## config.mk

```make
export PLATFORM = sky130hd
export DESIGN_NAME = boot_rom_decoder
export DESIGN_NICKNAME = d
export VERILOG_FILES = /design/src/rtl/boot_dec_pkg.sv /design/src/rtl/boot_phase_fsm.sv /design/src/rtl/a20_gate_reg.sv /design/src/rtl/addr_window_decode.sv /design/src/rtl/boot_rom_decoder.sv
export SDC_FILE = /design/constraint.sdc
export NUM_CORES = 1
export LEC_CHECK = 0
export ABC_CLOCK_PERIOD_IN_PS = 1750
export BUFFER_PORTS_ARGS = -buffer_cell sky130_fd_sc_hd__buf_2
export CAP_MARGIN = 20
export CORE_ASPECT_RATIO = 0.75
export CORE_MARGIN = 5
export CORE_UTILIZATION = 45
export CTS_CLUSTER_DIAMETER = 200
export DETAILED_ROUTE_END_ITERATION = 6
export GPL_ROUTABILITY_DRIVEN = 0
export MAX_ROUTING_LAYER = met4
export PLACE_DENSITY = 0.94
export SYNTH_ARGS = -nofsm -noshare
export SYNTH_HDL_FRONTEND = slang
export SYNTH_SLANG_ARGS = --single-unit
export TNS_END_PERCENT = 20
```

## constraint.sdc

```tcl
create_clock -name clk -period 1.75 [get_ports clk]
set_clock_uncertainty 0.15 [all_clocks]
set_input_delay 0.175 -clock clk [delete_from_list [all_inputs] [get_ports clk]]
set_output_delay 0.175 -clock clk [all_outputs]
set_load 0.005 [all_outputs]
```

## src/rtl/boot_dec_pkg.sv

```systemverilog
package boot_dec_pkg;

    // Two-state boot phase: forced upper lines vs. normal decode
    typedef enum logic {
        PH_BOOT = 1'b0,
        PH_RUN  = 1'b1
    } boot_phase_e;

    // Decode target of one request
    typedef enum logic [1:0] {
        TGT_NONE    = 2'd0,
        TGT_ROM_TOP = 2'd1,
        TGT_ROM_LOW = 2'd2,
        TGT_RAM     = 2'd3
    } dec_target_e;

    // Bit affected by the wraparound mask; also the base of the upper lines
    localparam int WRAP_BIT = 20;

endpackage

```

## src/rtl/boot_phase_fsm.sv

```systemverilog
module boot_phase_fsm
    import boot_dec_pkg::*;
(
    input  logic clk,
    input  logic rst_n,
    input  logic far_xfer,
    output logic boot_active
);

    boot_phase_e phase_q;
    boot_phase_e phase_d;

    // Next-state logic
    always_comb begin
        phase_d = phase_q;
        unique case (phase_q)
            PH_BOOT: if (far_xfer) phase_d = PH_RUN;   // T_FAR_JUMP
            PH_RUN:  phase_d = PH_RUN;
            default: phase_d = PH_BOOT;
        endcase
    end

    // State register
    always_ff @(posedge clk) begin
        if (!rst_n) phase_q <= PH_BOOT;
        else        phase_q <= phase_d;
    end

    // Outputs
    always_comb begin
        unique case (phase_q)
            PH_BOOT: boot_active = 1'b1;
            PH_RUN:  boot_active = 1'b0;
            default: boot_active = 1'b1;
        endcase
    end

    // once running, only reset restores the boot phase
    p_no_reentry_r6: assert property (@(posedge clk) disable iff (!rst_n)
        (phase_q == PH_RUN) |=> (phase_q == PH_RUN));

    // a far transfer pulse always leaves the boot phase
    p_far_ends_boot_r6: assert property (@(posedge clk) disable iff (!rst_n)
        far_xfer |=> !boot_active);

endmodule

```

## src/rtl/a20_gate_reg.sv

```systemverilog
module a20_gate_reg (
    input  logic clk,
    input  logic rst_n,
    input  logic wr_en,
    input  logic wr_val,
    output logic mask_en
);

    logic mask_q;

    always_ff @(posedge clk) begin
        if (!rst_n)     mask_q <= 1'b1;   // wrap on by default
        else if (wr_en) mask_q <= wr_val;
    end

    assign mask_en = mask_q;

    // without a write strobe the mask keeps its value
    p_mask_hold_r7: assert property (@(posedge clk) disable iff (!rst_n)
        !wr_en |=> $stable(mask_q));

    // a write lands in the next cycle
    p_mask_load_r7: assert property (@(posedge clk) disable iff (!rst_n)
        wr_en |=> (mask_q == $past(wr_val)));

endmodule

```

## src/rtl/addr_window_decode.sv

```systemverilog
module addr_window_decode
    import boot_dec_pkg::*;
#(
    parameter int ADDR_W   = 32,
    parameter int ROM_AW   = 16,
    parameter int DEC_BITS = 12
) (
    input  logic              valid_i,
    input  logic [ADDR_W-1:0] addr_i,
    input  logic              fetch_i,
    input  logic              boot_i,
    input  logic              mask_i,
    output logic [ADDR_W-1:0] eff_o,
    output dec_target_e       tgt_o
);

    localparam int UPPER_W = ADDR_W - WRAP_BIT;
    localparam int ALIAS_W = WRAP_BIT - ROM_AW;

    logic forced;
    logic top_hit;
    logic low_hit;

    // Effective address: boot forcing wins over the wrap mask
    always_comb begin
        forced = fetch_i & boot_i;
        eff_o  = addr_i;
        if (forced) begin
            eff_o[ADDR_W-1:WRAP_BIT] = {UPPER_W{1'b1}};
        end else if (mask_i) begin
            eff_o[WRAP_BIT] = 1'b0;
        end
    end

    // Top window: only DEC_BITS lines above bit 20 are compared
    assign top_hit = &eff_o[WRAP_BIT +: DEC_BITS];

    // Alias window at the end of the first MiB
    generate
        if (ALIAS_W > 0) begin : g_alias_sub
            assign low_hit = (eff_o[ADDR_W-1:WRAP_BIT] == '0) &&
                             (&eff_o[WRAP_BIT-1:ROM_AW]);
        end else begin : g_alias_full
            assign low_hit = (eff_o[ADDR_W-1:WRAP_BIT] == '0);
        end
    endgenerate

    always_comb begin
        if (!valid_i)     tgt_o = TGT_NONE;
        else if (top_hit) tgt_o = TGT_ROM_TOP;
        else if (low_hit) tgt_o = TGT_ROM_LOW;
        else              tgt_o = TGT_RAM;
    end

endmodule

```

## src/rtl/boot_rom_decoder.sv

```systemverilog
module boot_rom_decoder
    import boot_dec_pkg::*;
#(
    parameter int ADDR_W   = 32,
    parameter int ROM_AW   = 16,
    parameter int DEC_BITS = 12
) (
    input  logic              clk,
    input  logic              rst_n,
    input  logic              req_valid,
    input  logic [ADDR_W-1:0] req_addr,
    input  logic              req_is_fetch,
    input  logic              far_xfer,
    input  logic              a20_wr,
    input  logic              a20_val,
    output logic              rom_sel,
    output logic [ROM_AW-1:0] rom_addr,
    output logic              ram_sel,
    output logic [ADDR_W-1:0] ram_addr
);

    logic              boot_active;
    logic              mask_en;
    logic [ADDR_W-1:0] eff_addr;
    dec_target_e       tgt_d;
    dec_target_e       tgt_q;
    logic [ADDR_W-1:0] eff_q;

    boot_phase_fsm u_phase (
        .clk         (clk),
        .rst_n       (rst_n),
        .far_xfer    (far_xfer),
        .boot_active (boot_active)
    );

    a20_gate_reg u_a20 (
        .clk     (clk),
        .rst_n   (rst_n),
        .wr_en   (a20_wr),
        .wr_val  (a20_val),
        .mask_en (mask_en)
    );

    addr_window_decode #(
        .ADDR_W   (ADDR_W),
        .ROM_AW   (ROM_AW),
        .DEC_BITS (DEC_BITS)
    ) u_dec (
        .valid_i (req_valid),
        .addr_i  (req_addr),
        .fetch_i (req_is_fetch),
        .boot_i  (boot_active),
        .mask_i  (mask_en),
        .eff_o   (eff_addr),
        .tgt_o   (tgt_d)
    );

    // Decode result register
    always_ff @(posedge clk) begin
        if (!rst_n) begin
            tgt_q <= TGT_NONE;
            eff_q <= '0;
        end else begin
            tgt_q <= tgt_d;
            eff_q <= eff_addr;
        end
    end

    // Output drive from the registered target
    always_comb begin
        rom_sel  = 1'b0;
        rom_addr = '0;
        ram_sel  = 1'b0;
        ram_addr = '0;
        unique case (tgt_q)
            TGT_NONE: ;
            TGT_ROM_TOP, TGT_ROM_LOW: begin
                rom_sel  = 1'b1;
                rom_addr = eff_q[ROM_AW-1:0];
            end
            TGT_RAM: begin
                ram_sel  = 1'b1;
                ram_addr = eff_q;
            end
            default: ;
        endcase
    end

    // never both targets
    p_sel_exclusive_r8: assert property (@(posedge clk) disable iff (!rst_n)
        !(rom_sel && ram_sel));

    // an idle cycle yields idle outputs
    p_idle_quiet_r9: assert property (@(posedge clk) disable iff (!rst_n)
        !req_valid |=> (!rom_sel && !ram_sel && rom_addr == '0 && ram_addr == '0));

    // boot-phase fetches always reach the ROM at the raw offset
    p_boot_fetch_rom_r5: assert property (@(posedge clk) disable iff (!rst_n)
        (req_valid && req_is_fetch && boot_active) |=>
        (rom_sel && rom_addr == $past(req_addr[ROM_AW-1:0])));

    // a masked, unforced access never carries bit 20 to RAM
    p_wrap_clear_r4: assert property (@(posedge clk) disable iff (!rst_n)
        (req_valid && mask_en && !(req_is_fetch && boot_active)) |=>
        !ram_addr[WRAP_BIT]);

    // alias window addresses hit the ROM
    p_alias_hit_r3: assert property (@(posedge clk) disable iff (!rst_n)
        (req_valid && req_addr[ADDR_W-1:WRAP_BIT] == '0 &&
         (&req_addr[WRAP_BIT-1:ROM_AW])) |=> rom_sel);

    // top window hits with the mask off
    p_top_hit_r2: assert property (@(posedge clk) disable iff (!rst_n)
        (req_valid && !mask_en && (&req_addr[WRAP_BIT +: DEC_BITS])) |=>
        (rom_sel && rom_addr == $past(req_addr[ROM_AW-1:0])));

endmodule

```

==> summary.txt <==
Drt
  • Via Count: ~1.4k
  • Final wirelength: 4.31 mm
  • Post-DRT Antenna Nets: 0
  • DR pass1 iterations: 4
  • DR DRC count: 0
  • Via density: roughly 4.7
  • DR iter-0 viols: 30
  • WL/cell: 14.0 um

Logic synthesis
  • Async S/R FF share, synth: 0%
  • Syn_area_per_cell: about 9.8 um^2
  • Post-Syn Instances: 143
  • Post-synth top area share: 51.2%
  • Post-synth EDFFs: 0
  • Syn_nets: 183
  • Mapped Area: 1410 um^2
  • Synth area leaders: dfxtp_1, and2_1, o21a_1
  • Sequential share of the synthesized area: 51.2%
  • Main synth FF type: dfxtp_1
  • Synth area leader: dfxtp_1
  • Synth Register Bits: 36
  • Post-synthesis cell type count: 20
  • Warnings, synthesis: 0

Setup path
  • CP Launch Type: input port
  • CP max FO: 1
  • Critical Path AT: 1.62 ns
  • Req. time, crit path: 1.77 ns
  • Setup CP Type: input port to register
  • CP endpoint kind: register
  • FF-to-FF setup slack: between 0.3 and 0.4 ns

GRT
  • Initial antenna violation count: 0
  • Pin count of the biggest net entering global routing: 19
  • Met2 GRT Util: 37.3%
  • GRT Residual Overflow: 0
  • Vias in the first global route: between 1k and 1.5k
  • M1 GR Usage: 24.5%
  • Global Route met3 Usage: 5.46%
  • First-pass GRT wire length: 6.91 mm
  • Global routing's busiest layer: met2
  • GRT Total Usage: between 20% and 30%

Clock tree
  • Clk slew on worst S/H paths: about 0.06 ns
  • CTS tree: yes
  • Clk sinks: 36
  • Clock Latency Late Sink: 0.28 ns
  • Clock Tree Root: clkbuf_8
  • TritonCTS buffer count: 5
  • Max clock buf depth: 2
  • CTS HTree Levels: 2

STA
  • Slew Viols, Final: 0
  • Max Fclk: 626 MHz
  • Setup total negative slack: 0 ns
  • Max transition margin: 58.5%
  • RSZ-0062 raised after global routing: false
  • Final setup vio count: 0
  • Final Cycle Share: 91.2%
  • Hold Fails Final Rpt: 0
  • Tmin final: 1.60 ns
  • Worst-Margin Slew: around 0.62 ns

Finish
  • # nets final: 309
  • Post-Layout Cell Count: about 310
  • Area Growth Syn to Fin: 67.2%
  • # diodes: 0
  • Ratio of cells with drive above 1 in the final layout: 38.3%

Pwr
  • Pwr Total: around 1.7 mW
  • Max VDD drop: 0.605 mV
  • Pwr Density: 738 nW/um^2
  • Pleak: around 1.2 nW

Place
  • Post-DP HPWL: 2.66 mm
  • Port Buf Inserts: 88
  • Placed Cells: 265

Flow run
  • Max Cap Violations: 0

Floorplan
  • Core box area: 2980 um^2
  • # IOs: 89
  • Die Footprint: 4360 um^2
  • Initial core utilization: between 40% and 50%
  • Die height: approximately 58 um
  • Die W: ~75 um
  • Std-Cell Rows: 17

Min path
  • Hold Path Class: input port to register

Run status
  • Outcome: finished, final reports clean
[synth_stat cells (all sizes together), types with 2 or more instances]
cell / instances
dfxtp: 36
o21a: 13
nor3: 2
nand2: 3
and2: 68
clkbuf: 7
[through the flow]
step                setup slack [ns]  cell area (um^2)  utilization, %  hold WS (ns)
floorplan                      0.435              1410               -         0.147
global placement               0.325              1890            63.6         0.231
detailed placement             0.307              1890            63.6         0.234
CTS                           0.0747              2340            78.7         0.119
global route                  0.0558              2350            79.0         0.145
finish                         0.154              2350            79.0         0.133
[cell usage in the layout, fill, tap and decap left out, types with 2 or more instances in the layout]
master	instances
and2_1	68
buf_2	88
buf_4	4
clkbuf_8	7
dfxtp_1	36
dlygate4sd3_1	35
nand2_1	3
nor3_1	2
o21a_1	13
[final timing paths]
path	from	to	cells after the start
min	rst_n	eff_q[10]	2
max	a20_val	u_a20.mask_en	5
min reg2reg	u_phase.phase_q	u_phase.phase_q	1
max reg2reg	u_phase.phase_q	eff_q[25]	3
[power by group]
| part | leakage [nW] | internal [mW] | switching [mW] | total (mW) |
|---|---|---|---|---|
| logic | 0.859 | 0.150 | 0.0956 | 0.246 |
| clock network | 0.0503 | 0.350 | 0.256 | 0.605 |
| registers | 0.301 | 0.869 | 0.0162 | 0.885 |
| total | 1.21 | 1.37 | 0.367 | 1.74 |
[logic make-up (layout without fill, tap and decap cells)]
logic type	Yosys count	after routing	synth area share, %
mux	1	1	0.711
simple gates	82	82	37.0
flops	36	36	51.2
buf+inv	8	134	2.22
fa+ha+maj	1	1	0.889
compound gates	15	15	8.00
[state kept, by name, indices dropped and copies added, names as in the netlist]
signal / cells
eff_q: 32
tgt_q: 2
u_a20.mask_en: 1
u_phase.phase_q: 1
[layout make-up]
| class | count | area [um^2] |
|---|---|---|
| sequential | 36 | 721 |
| multi-input combinational | 99 | 668 |
| clock buffer | 7 | 96.3 |
| fill | 186 | 624 |
| timing repair buffer | 127 | 821 |
| tap | 38 | 47.5 |
[timing repair]
item,4_1_cts,5_1_grt
hold buffers,35,0
buffers inserted,0,0
endpoints found under the hold margin,35,0
gates resized for setup,1,1
endpoints found under the setup margin,1,1
[critical path, stage by stage]
cell and delay [ns]:
dlygate4sd3_1 0.54, buf_2 0.12, mux2i_1 0.14, dlygate4sd3_1 0.59, nand2_1 0.05
[layer usage]
layer / vias to the layer above / routed length [um]
met2: 82 / 2080
met5: - / 0
met3: 9 / 446
met4: 0 / 74
li1: 709 / -
met1: 631 / 1710
(Power assumes the default switching activity.)
